`config.mk`:
```
export PLATFORM = sky130hd
export DESIGN_NAME = lpm_wake_ctrl
export DESIGN_NICKNAME = d
export VERILOG_FILES = /design/src/rtl/lpm_pkg.sv /design/src/rtl/lpm_irq_qual.sv /design/src/rtl/lpm_startup_timer.sv /design/src/rtl/lpm_status.sv /design/src/rtl/lpm_wake_ctrl.sv
export SDC_FILE = /design/constraint.sdc
export NUM_CORES = 1
export LEC_CHECK = 0
export BUFFER_PORTS_ARGS = -buffer_cell sky130_fd_sc_hd__buf_2
export CAP_MARGIN = 10
export CORE_ASPECT_RATIO = 0.75
export CORE_UTILIZATION = 40
export CTS_CLUSTER_DIAMETER = 40
export DETAILED_ROUTE_END_ITERATION = 10
export MAX_ROUTING_LAYER = met4
export PLACE_DENSITY_LB_ADDON = 0.2
export SLEW_MARGIN = 40
export SYNTH_ARGS = -nofsm -noshare
export SYNTH_HDL_FRONTEND = slang
export SYNTH_HIERARCHICAL = 1
export SYNTH_SLANG_ARGS = --single-unit
```
`constraint.sdc`:
```
create_clock -name clk -period 2.35 [get_ports clk]
set_input_delay 0 -clock clk [delete_from_list [all_inputs] [get_ports clk]]
set_output_delay 0 -clock clk [all_outputs]
set_load 0.1 [all_outputs]
```
`src/rtl/lpm_pkg.sv`:
```
package lpm_pkg;

  typedef enum logic [1:0] {
    PM_RUN   = 2'd0,
    PM_IDLE  = 2'd1,
    PM_SLEEP = 2'd2,
    PM_WARM  = 2'd3
  } pm_state_e;

  localparam int STS_N     = 3;
  localparam int STS_IDLE  = 0;
  localparam int STS_SLEEP = 1;
  localparam int STS_WDTO  = 2;

  // A source outranks the core only when strictly above it.
  function automatic logic prio_wins(input logic [7:0] src, input logic [7:0] cur);
    return src > cur;
  endfunction

  // Cycles spent in start-up for a programmed count (zero behaves as one).
  function automatic int unsigned warm_span(input int unsigned n);
    return (n == 0) ? 1 : n;
  endfunction

endpackage

```
`src/rtl/lpm_irq_qual.sv`:
```
module lpm_irq_qual import lpm_pkg::*; #(
  parameter int NUM_SRC = 4,
  parameter int PRIO_W  = 3
) (
  input  logic [NUM_SRC-1:0]        req_i,
  input  logic [NUM_SRC-1:0]        en_i,
  input  logic [NUM_SRC*PRIO_W-1:0] prio_i,
  input  logic [PRIO_W-1:0]         cur_i,
  output logic [NUM_SRC-1:0]        cand_o,
  output logic                      hit_o
);

  for (genvar g = 0; g < NUM_SRC; g++) begin : g_src
    assign cand_o[g] = req_i[g] & en_i[g] &
                       prio_wins(8'(prio_i[g*PRIO_W +: PRIO_W]), 8'(cur_i));
  end

  assign hit_o = |cand_o;

  always_comb begin
    if (hit_o) begin
      AST_HIT_NEEDS_EN: assert (|(req_i & en_i));
    end
  end

endmodule

```
`src/rtl/lpm_startup_timer.sv`:
```
module lpm_startup_timer #(
  parameter int CNT_W = 8
) (
  input  logic             clk,
  input  logic             rst_n,
  input  logic             load_i,
  input  logic [CNT_W-1:0] load_val_i,
  input  logic             run_i,
  output logic             done_o
);

  logic [CNT_W-1:0] cnt_q;

  always_ff @(posedge clk or negedge rst_n) begin
    if (!rst_n) begin
      cnt_q <= '0;
    end else if (load_i) begin
      cnt_q <= load_val_i;
    end else if (run_i && cnt_q != '0) begin
      cnt_q <= cnt_q - CNT_W'(1);
    end
  end

  assign done_o = run_i && (cnt_q <= CNT_W'(1));

  AST_TIMER_NO_WRAP: assert property (@(posedge clk) disable iff (!rst_n)
    (!load_i && cnt_q == '0) |=> (cnt_q == '0));

endmodule

```
`src/rtl/lpm_status.sv`:
```
module lpm_status import lpm_pkg::*; (
  input  logic             clk,
  input  logic             rst_n,
  input  logic [STS_N-1:0] set_i,
  input  logic [STS_N-1:0] clr_i,
  output logic [STS_N-1:0] flags_o
);

  logic [STS_N-1:0] flag_q;

  for (genvar g = 0; g < STS_N; g++) begin : g_flag
    always_ff @(posedge clk or negedge rst_n) begin
      if (!rst_n) flag_q[g] <= 1'b0;
      else        flag_q[g] <= set_i[g] | (flag_q[g] & ~clr_i[g]);
    end
  end

  assign flags_o = flag_q;

  AST_WDT_FLAG_SET: assert property (@(posedge clk) disable iff (!rst_n)
    set_i[STS_WDTO] |=> flags_o[STS_WDTO]);
  AST_FLAG_STICKY: assert property (@(posedge clk) disable iff (!rst_n)
    (flags_o[STS_IDLE] && !clr_i[STS_IDLE]) |=> flags_o[STS_IDLE]);

endmodule

```
`src/rtl/lpm_wake_ctrl.sv`:
```
module lpm_wake_ctrl import lpm_pkg::*; #(
  parameter int NUM_SRC    = 4,
  parameter int NUM_PERIPH = 4,
  parameter int PRIO_W     = 3,
  parameter int START_W    = 8
) (
  input  logic                      clk,
  input  logic                      rst_n,
  input  logic                      oth_rst_i,
  input  logic                      save_req_i,
  input  logic                      save_mode_i,
  input  logic [NUM_SRC-1:0]        irq_req_i,
  input  logic [NUM_SRC-1:0]        irq_en_i,
  input  logic [NUM_SRC*PRIO_W-1:0] irq_prio_i,
  input  logic [PRIO_W-1:0]         cpu_prio_i,
  input  logic                      wdt_to_i,
  input  logic [START_W-1:0]        start_cnt_i,
  input  logic [NUM_PERIPH-1:0]     periph_idle_run_i,
  input  logic                      cfd_en_i,
  input  logic [2:0]                sts_clr_i,
  output logic                      cpu_clk_en_o,
  output logic                      osc_en_o,
  output logic [NUM_PERIPH-1:0]     periph_clk_en_o,
  output logic                      fs_clk_en_o,
  output logic                      resume_o,
  output logic                      sts_idle_o,
  output logic                      sts_sleep_o,
  output logic                      sts_wdto_o
);

  pm_state_e state_q, state_d;

  logic [NUM_SRC-1:0] irq_cand;
  logic               irq_hit;
  logic               wake_evt;
  logic               idle_wake;
  logic               sleep_wake;
  logic               warm_done;
  logic               warm_exit;
  logic               resume_q;
  logic [STS_N-1:0]   sts_set;
  logic [STS_N-1:0]   sts_flags;

  lpm_irq_qual #(.NUM_SRC(NUM_SRC), .PRIO_W(PRIO_W)) u_qual (
    .req_i  (irq_req_i),
    .en_i   (irq_en_i),
    .prio_i (irq_prio_i),
    .cur_i  (cpu_prio_i),
    .cand_o (irq_cand),
    .hit_o  (irq_hit)
  );

  assign wake_evt   = irq_hit | wdt_to_i;
  assign idle_wake  = (state_q == PM_IDLE)  && wake_evt  && !oth_rst_i;
  assign sleep_wake = (state_q == PM_SLEEP) && wake_evt  && !oth_rst_i;
  assign warm_exit  = (state_q == PM_WARM)  && warm_done && !oth_rst_i;

  lpm_startup_timer #(.CNT_W(START_W)) u_timer (
    .clk        (clk),
    .rst_n      (rst_n),
    .load_i     (sleep_wake),
    .load_val_i (start_cnt_i),
    .run_i      (state_q == PM_WARM),
    .done_o     (warm_done)
  );

  always_comb begin
    state_d = state_q;
    if (oth_rst_i) begin
      state_d = PM_RUN;
    end else begin
      case (state_q)
        PM_RUN:   if (save_req_i) state_d = save_mode_i ? PM_SLEEP : PM_IDLE;
        PM_IDLE:  if (wake_evt)   state_d = PM_RUN;
        PM_SLEEP: if (wake_evt)   state_d = PM_WARM;
        PM_WARM:  if (warm_done)  state_d = PM_RUN;
        default:                  state_d = PM_RUN;
      endcase
    end
  end

  always_ff @(posedge clk or negedge rst_n) begin
    if (!rst_n) begin
      state_q  <= PM_RUN;
      resume_q <= 1'b0;
    end else begin
      state_q  <= state_d;
      resume_q <= idle_wake | warm_exit;
    end
  end

  assign sts_set[STS_IDLE]  = idle_wake | oth_rst_i;
  assign sts_set[STS_SLEEP] = sleep_wake;
  assign sts_set[STS_WDTO]  = (idle_wake | sleep_wake) & wdt_to_i;

  lpm_status u_sts (
    .clk     (clk),
    .rst_n   (rst_n),
    .set_i   (sts_set),
    .clr_i   (sts_clr_i),
    .flags_o (sts_flags)
  );

  always_comb begin
    case (state_q)
      PM_RUN:  periph_clk_en_o = '1;
      PM_IDLE: periph_clk_en_o = periph_idle_run_i;
      default: periph_clk_en_o = '0;
    endcase
  end

  assign cpu_clk_en_o = (state_q == PM_RUN);
  assign osc_en_o     = (state_q != PM_SLEEP);
  assign fs_clk_en_o  = cfd_en_i && (state_q == PM_RUN || state_q == PM_IDLE);
  assign resume_o     = resume_q;
  assign sts_idle_o   = sts_flags[STS_IDLE];
  assign sts_sleep_o  = sts_flags[STS_SLEEP];
  assign sts_wdto_o   = sts_flags[STS_WDTO];

  AST_RESUME_SINGLE: assert property (@(posedge clk) disable iff (!rst_n)
    resume_o |=> !resume_o);
  AST_IDLE_WAKE_FAST: assert property (@(posedge clk) disable iff (!rst_n)
    idle_wake |=> (cpu_clk_en_o && resume_o && sts_idle_o));
  AST_WARM_HOLDS: assert property (@(posedge clk) disable iff (!rst_n)
    (state_q == PM_WARM && !warm_done && !oth_rst_i) |=> !cpu_clk_en_o);
  AST_REQ_IGNORED: assert property (@(posedge clk) disable iff (!rst_n)
    (state_q == PM_IDLE && !wake_evt && !oth_rst_i) |=> (state_q == PM_IDLE));
  AST_OTHER_RST_RUN: assert property (@(posedge clk) disable iff (!rst_n)
    oth_rst_i |=> (cpu_clk_en_o && sts_idle_o && !resume_o));

endmodule

```
==> qor.csv <==
stage;metric;value;unit
synthesis;mean post-synth cell area;8.81;um^2
route;final wirelength;3220;um
route;Avg WL per Cell;13.0;um
timing;RSZ-0062 raised after global routing;false;
final_layout;Area Overhead vs Synth;35.2;%
die;Core Area;3000;um^2
die;Die Area;3430;um^2
worst_setup_path;CP required;2530;ps
global_routing;aggregate global-route resource usage;20.5;%
outcome;outcome;finished clean;
final_layout;Antenna Cells;0;
route;Via density;5.38;
cts;clock buffer depth;2;
timing;max frequency;0.455;GHz
placed_design;placed cell areas;1630;um^2
global_routing;largest net degree at the start of global routing;15;
die;IO Pins;56;
placed_design;RD Place Congestion;0.874;
global_routing;first-pass GRT wire length;5210;um
timing;Worst-Margin Slew;490;ps
synthesis;Synth Flop Type;dfrtp_1;
synthesis;post-synthesis net count;205;
timing;Fin Setup TNS;0;ps
cts;CTS Buf Count;3;
synthesis;ys async rst share;100;%
global_routing;vias in the first global route;1246;
worst_setup_path;CP endpoint kind;flip-flop;
synthesis;Synth Cell Area;1280;um^2
synthesis;Ys Warns;6;
worst_setup_path;CP Launch Type;input pin;
final_layout;Core Util, Final;57.6;%
pwr;overall power;1.28;mW
hold_path;Hold Path Class;input pin to flip-flop;
die;DIE WIDTH;67.3;um
timing;final setup fails;0;
job;MaxCap Viol Count;0;
global_routing;initial antenna violation count;0;
placed_design;I/O Buffers;55;
synthesis;number of flops mapped to enable cells by yosys;0;
timing;Rel. slew slack;67.1;%
die;Row Count;17;
cts;CTS tree;yes;
timing;Layout Skew;2.88;ps
synthesis;sequential share of the synthesized area;27.4;%
die;initial core utilization;42.6;%
timing;Final Max Slew Viols;0;
route;DRC violations left;0;
synthesis;#FFs+latches synth;14;
pwr;Power per Cell Area;743;nW/um^2
timing;Final Hold Fails;0;
cts;CTS Sinks;14;
timing;post-layout minimum cycle time;2200;ps
final_layout;Final #Nets;272;
route;post-route ant nets;0;
pwr;Lkg Pwr;0.866;nW
synthesis;Distinct cells, synth;45;
final_layout;fill count;274;
placed_design;hpwl dp;2650;um
cts;Root Buffer;clkbuf_8;
final_layout;layout cells sized above 1;33.3;%
route;total iterations of the first detailed-routing run;4;
worst_setup_path;Critical Path AT;2380;ps
final_layout;final design instance area without fill;1730;um^2
synthesis;Post-Synthesis Cells;145;
worst_setup_path;crit path max fanout;4;
timing;period utilisation layout;93.5;%
cts;Clock Latency Late Sink;240;ps
global_routing;GRT overflow;0;
cts;H-tree Lvls;1;
worst_setup_path;critical path class;input pin to flip-flop;
pwr;Peak VDD IR;0.262;mV
cts;CTS clk-pin slew, worst paths;60;ps
route;initial detailed-routing violation count;69;
route;via count;1335;
die;die height;50.9;um
==> metrics by stage <==
step	hold WS [ps]	worst slack, ps	std cells
finish	10.8	154	248
global route	20.0	8.62	248
CTS	5.45	117	247
detailed placement	-73.3	-138	239
global placement	-83.2	-2.01	239
floorplan	-296	59.9	145
==> repair_timing <==
action                                 in CTS  in global routing
setup endpoints to repair                   0                  3
hold buffers                                5                  0
endpoints found under the hold margin      19                  0
buffers inserted                            0                  1
gates resized for setup                     0                  1
==> routing by layer <==
| layer | GRT usage (%) | vias up | part of all wire [%] |
|---|---|---|---|
| li1 | - | 672 | - |
| met1 | 25.3 | 618 | 47 |
| met2 | 34.2 | 43 | 48 |
| met3 | 3.79 | 2 | 4.5 |
| met4 | 5.32 | 0 | 0.34 |
| met5 | - | - | 0 |
==> critical path, cell delays in order <==
cell and delay (ps):
buf_2 90, inv_1 130, ha_1 270, nor2b_1 130, o311ai_1 260, a311oi_1 90
or4_1 580, nor2_2 150, nor3_2 90, or4_1 500, nand3_1 90
==> synth_stat cells, types with 3 or more instances <==
cell type / number / area (um^2)
a21o_1: 3 / 22.5
a21oi_1: 9 / 45.0
a311oi_1: 4 / 35.0
dfrtp_1: 14 / 350
ha_1: 15 / 188
inv_1: 17 / 63.8
nand2_1: 4 / 15.0
nand2b_1: 4 / 25.0
nor2_1: 11 / 41.3
nor2b_1: 9 / 56.3
nor3_1: 4 / 20.0
nor3b_1: 4 / 30.0
o211ai_1: 3 / 22.5
o21a_1: 4 / 30.0
o311ai_1: 4 / 35.0
==> sequential cells by signal, summed over array words and instances (netlist names) <==
| register | count |
|---|---|
| resume_o | 1 |
| state_q | 2 |
| u_sts/flags_o | 3 |
| u_timer/cnt_q | 8 |
==> final timing paths <==
path | from | to | slack, ps | cells after the start
setup / recovery | cpu_prio_i[1] | u_timer/cnt_q[0] | 150 | 11
min in group asynchronous | rst_n | u_timer/cnt_q[0] | 190 | 2
hold reg to reg | u_sts/flags_o[0] | u_sts/flags_o[0] | 480 | 1
hold / removal | start_cnt_i[2] | u_timer/cnt_q[2] | 10 | 3
setup reg to reg | state_q[1] | u_timer/cnt_q[3] | 390 | 4
max in group asynchronous | rst_n | u_timer/cnt_q[5] | 1910 | 2
==> cells by family (layout without fill, tap and decap cells) <==
kind of cell | count (synthesis) | after routing | share of synthesized area, %
AND/OR/NAND/NOR | 52 | 52 | 25.2
buffers and inverters | 22 | 87 | 7.93
AO/OA/AOI/OAI | 42 | 42 | 24.8
flip-flops | 14 | 14 | 27.4
adder cells (fa/ha/maj) | 15 | 15 | 14.7
==> report_power, final <==
group / switching, mW / internal (mW)
combinational: 0.427 / 0.239
clock: 0.0816 / 0.113
sequential: 0.109 / 0.313
==> placed cells by master, fill, tap and decap left out, drive strengths merged, types with 3 or more instances in the layout <==
cell and n:
a21o 3, a21oi 9, a311oi 5, buf 62, clkbuf 3, dfrtp 14, dlygate4sd3 5, ha 15
inv 17, nand2 4, nand2b 4, nor2 11, nor2b 9, nor3 4, nor3b 4, o211ai 3
o21a 4, o311ai 6
==> layout make-up <==
type | instances | area, um^2 | share of cell area (%)
Tap cell | 38 | 47.5 | 2.75
Clock buffer | 3 | 41.3 | 2.39
Multi-Input combinational cell | 109 | 833 | 48.3
Timing Repair Buffer | 67 | 390 | 22.6
Sequential cell | 14 | 350 | 20.3
Inverter | 17 | 63.8 | 3.70
No activity file was read; power rests on OpenSTA's default activity.
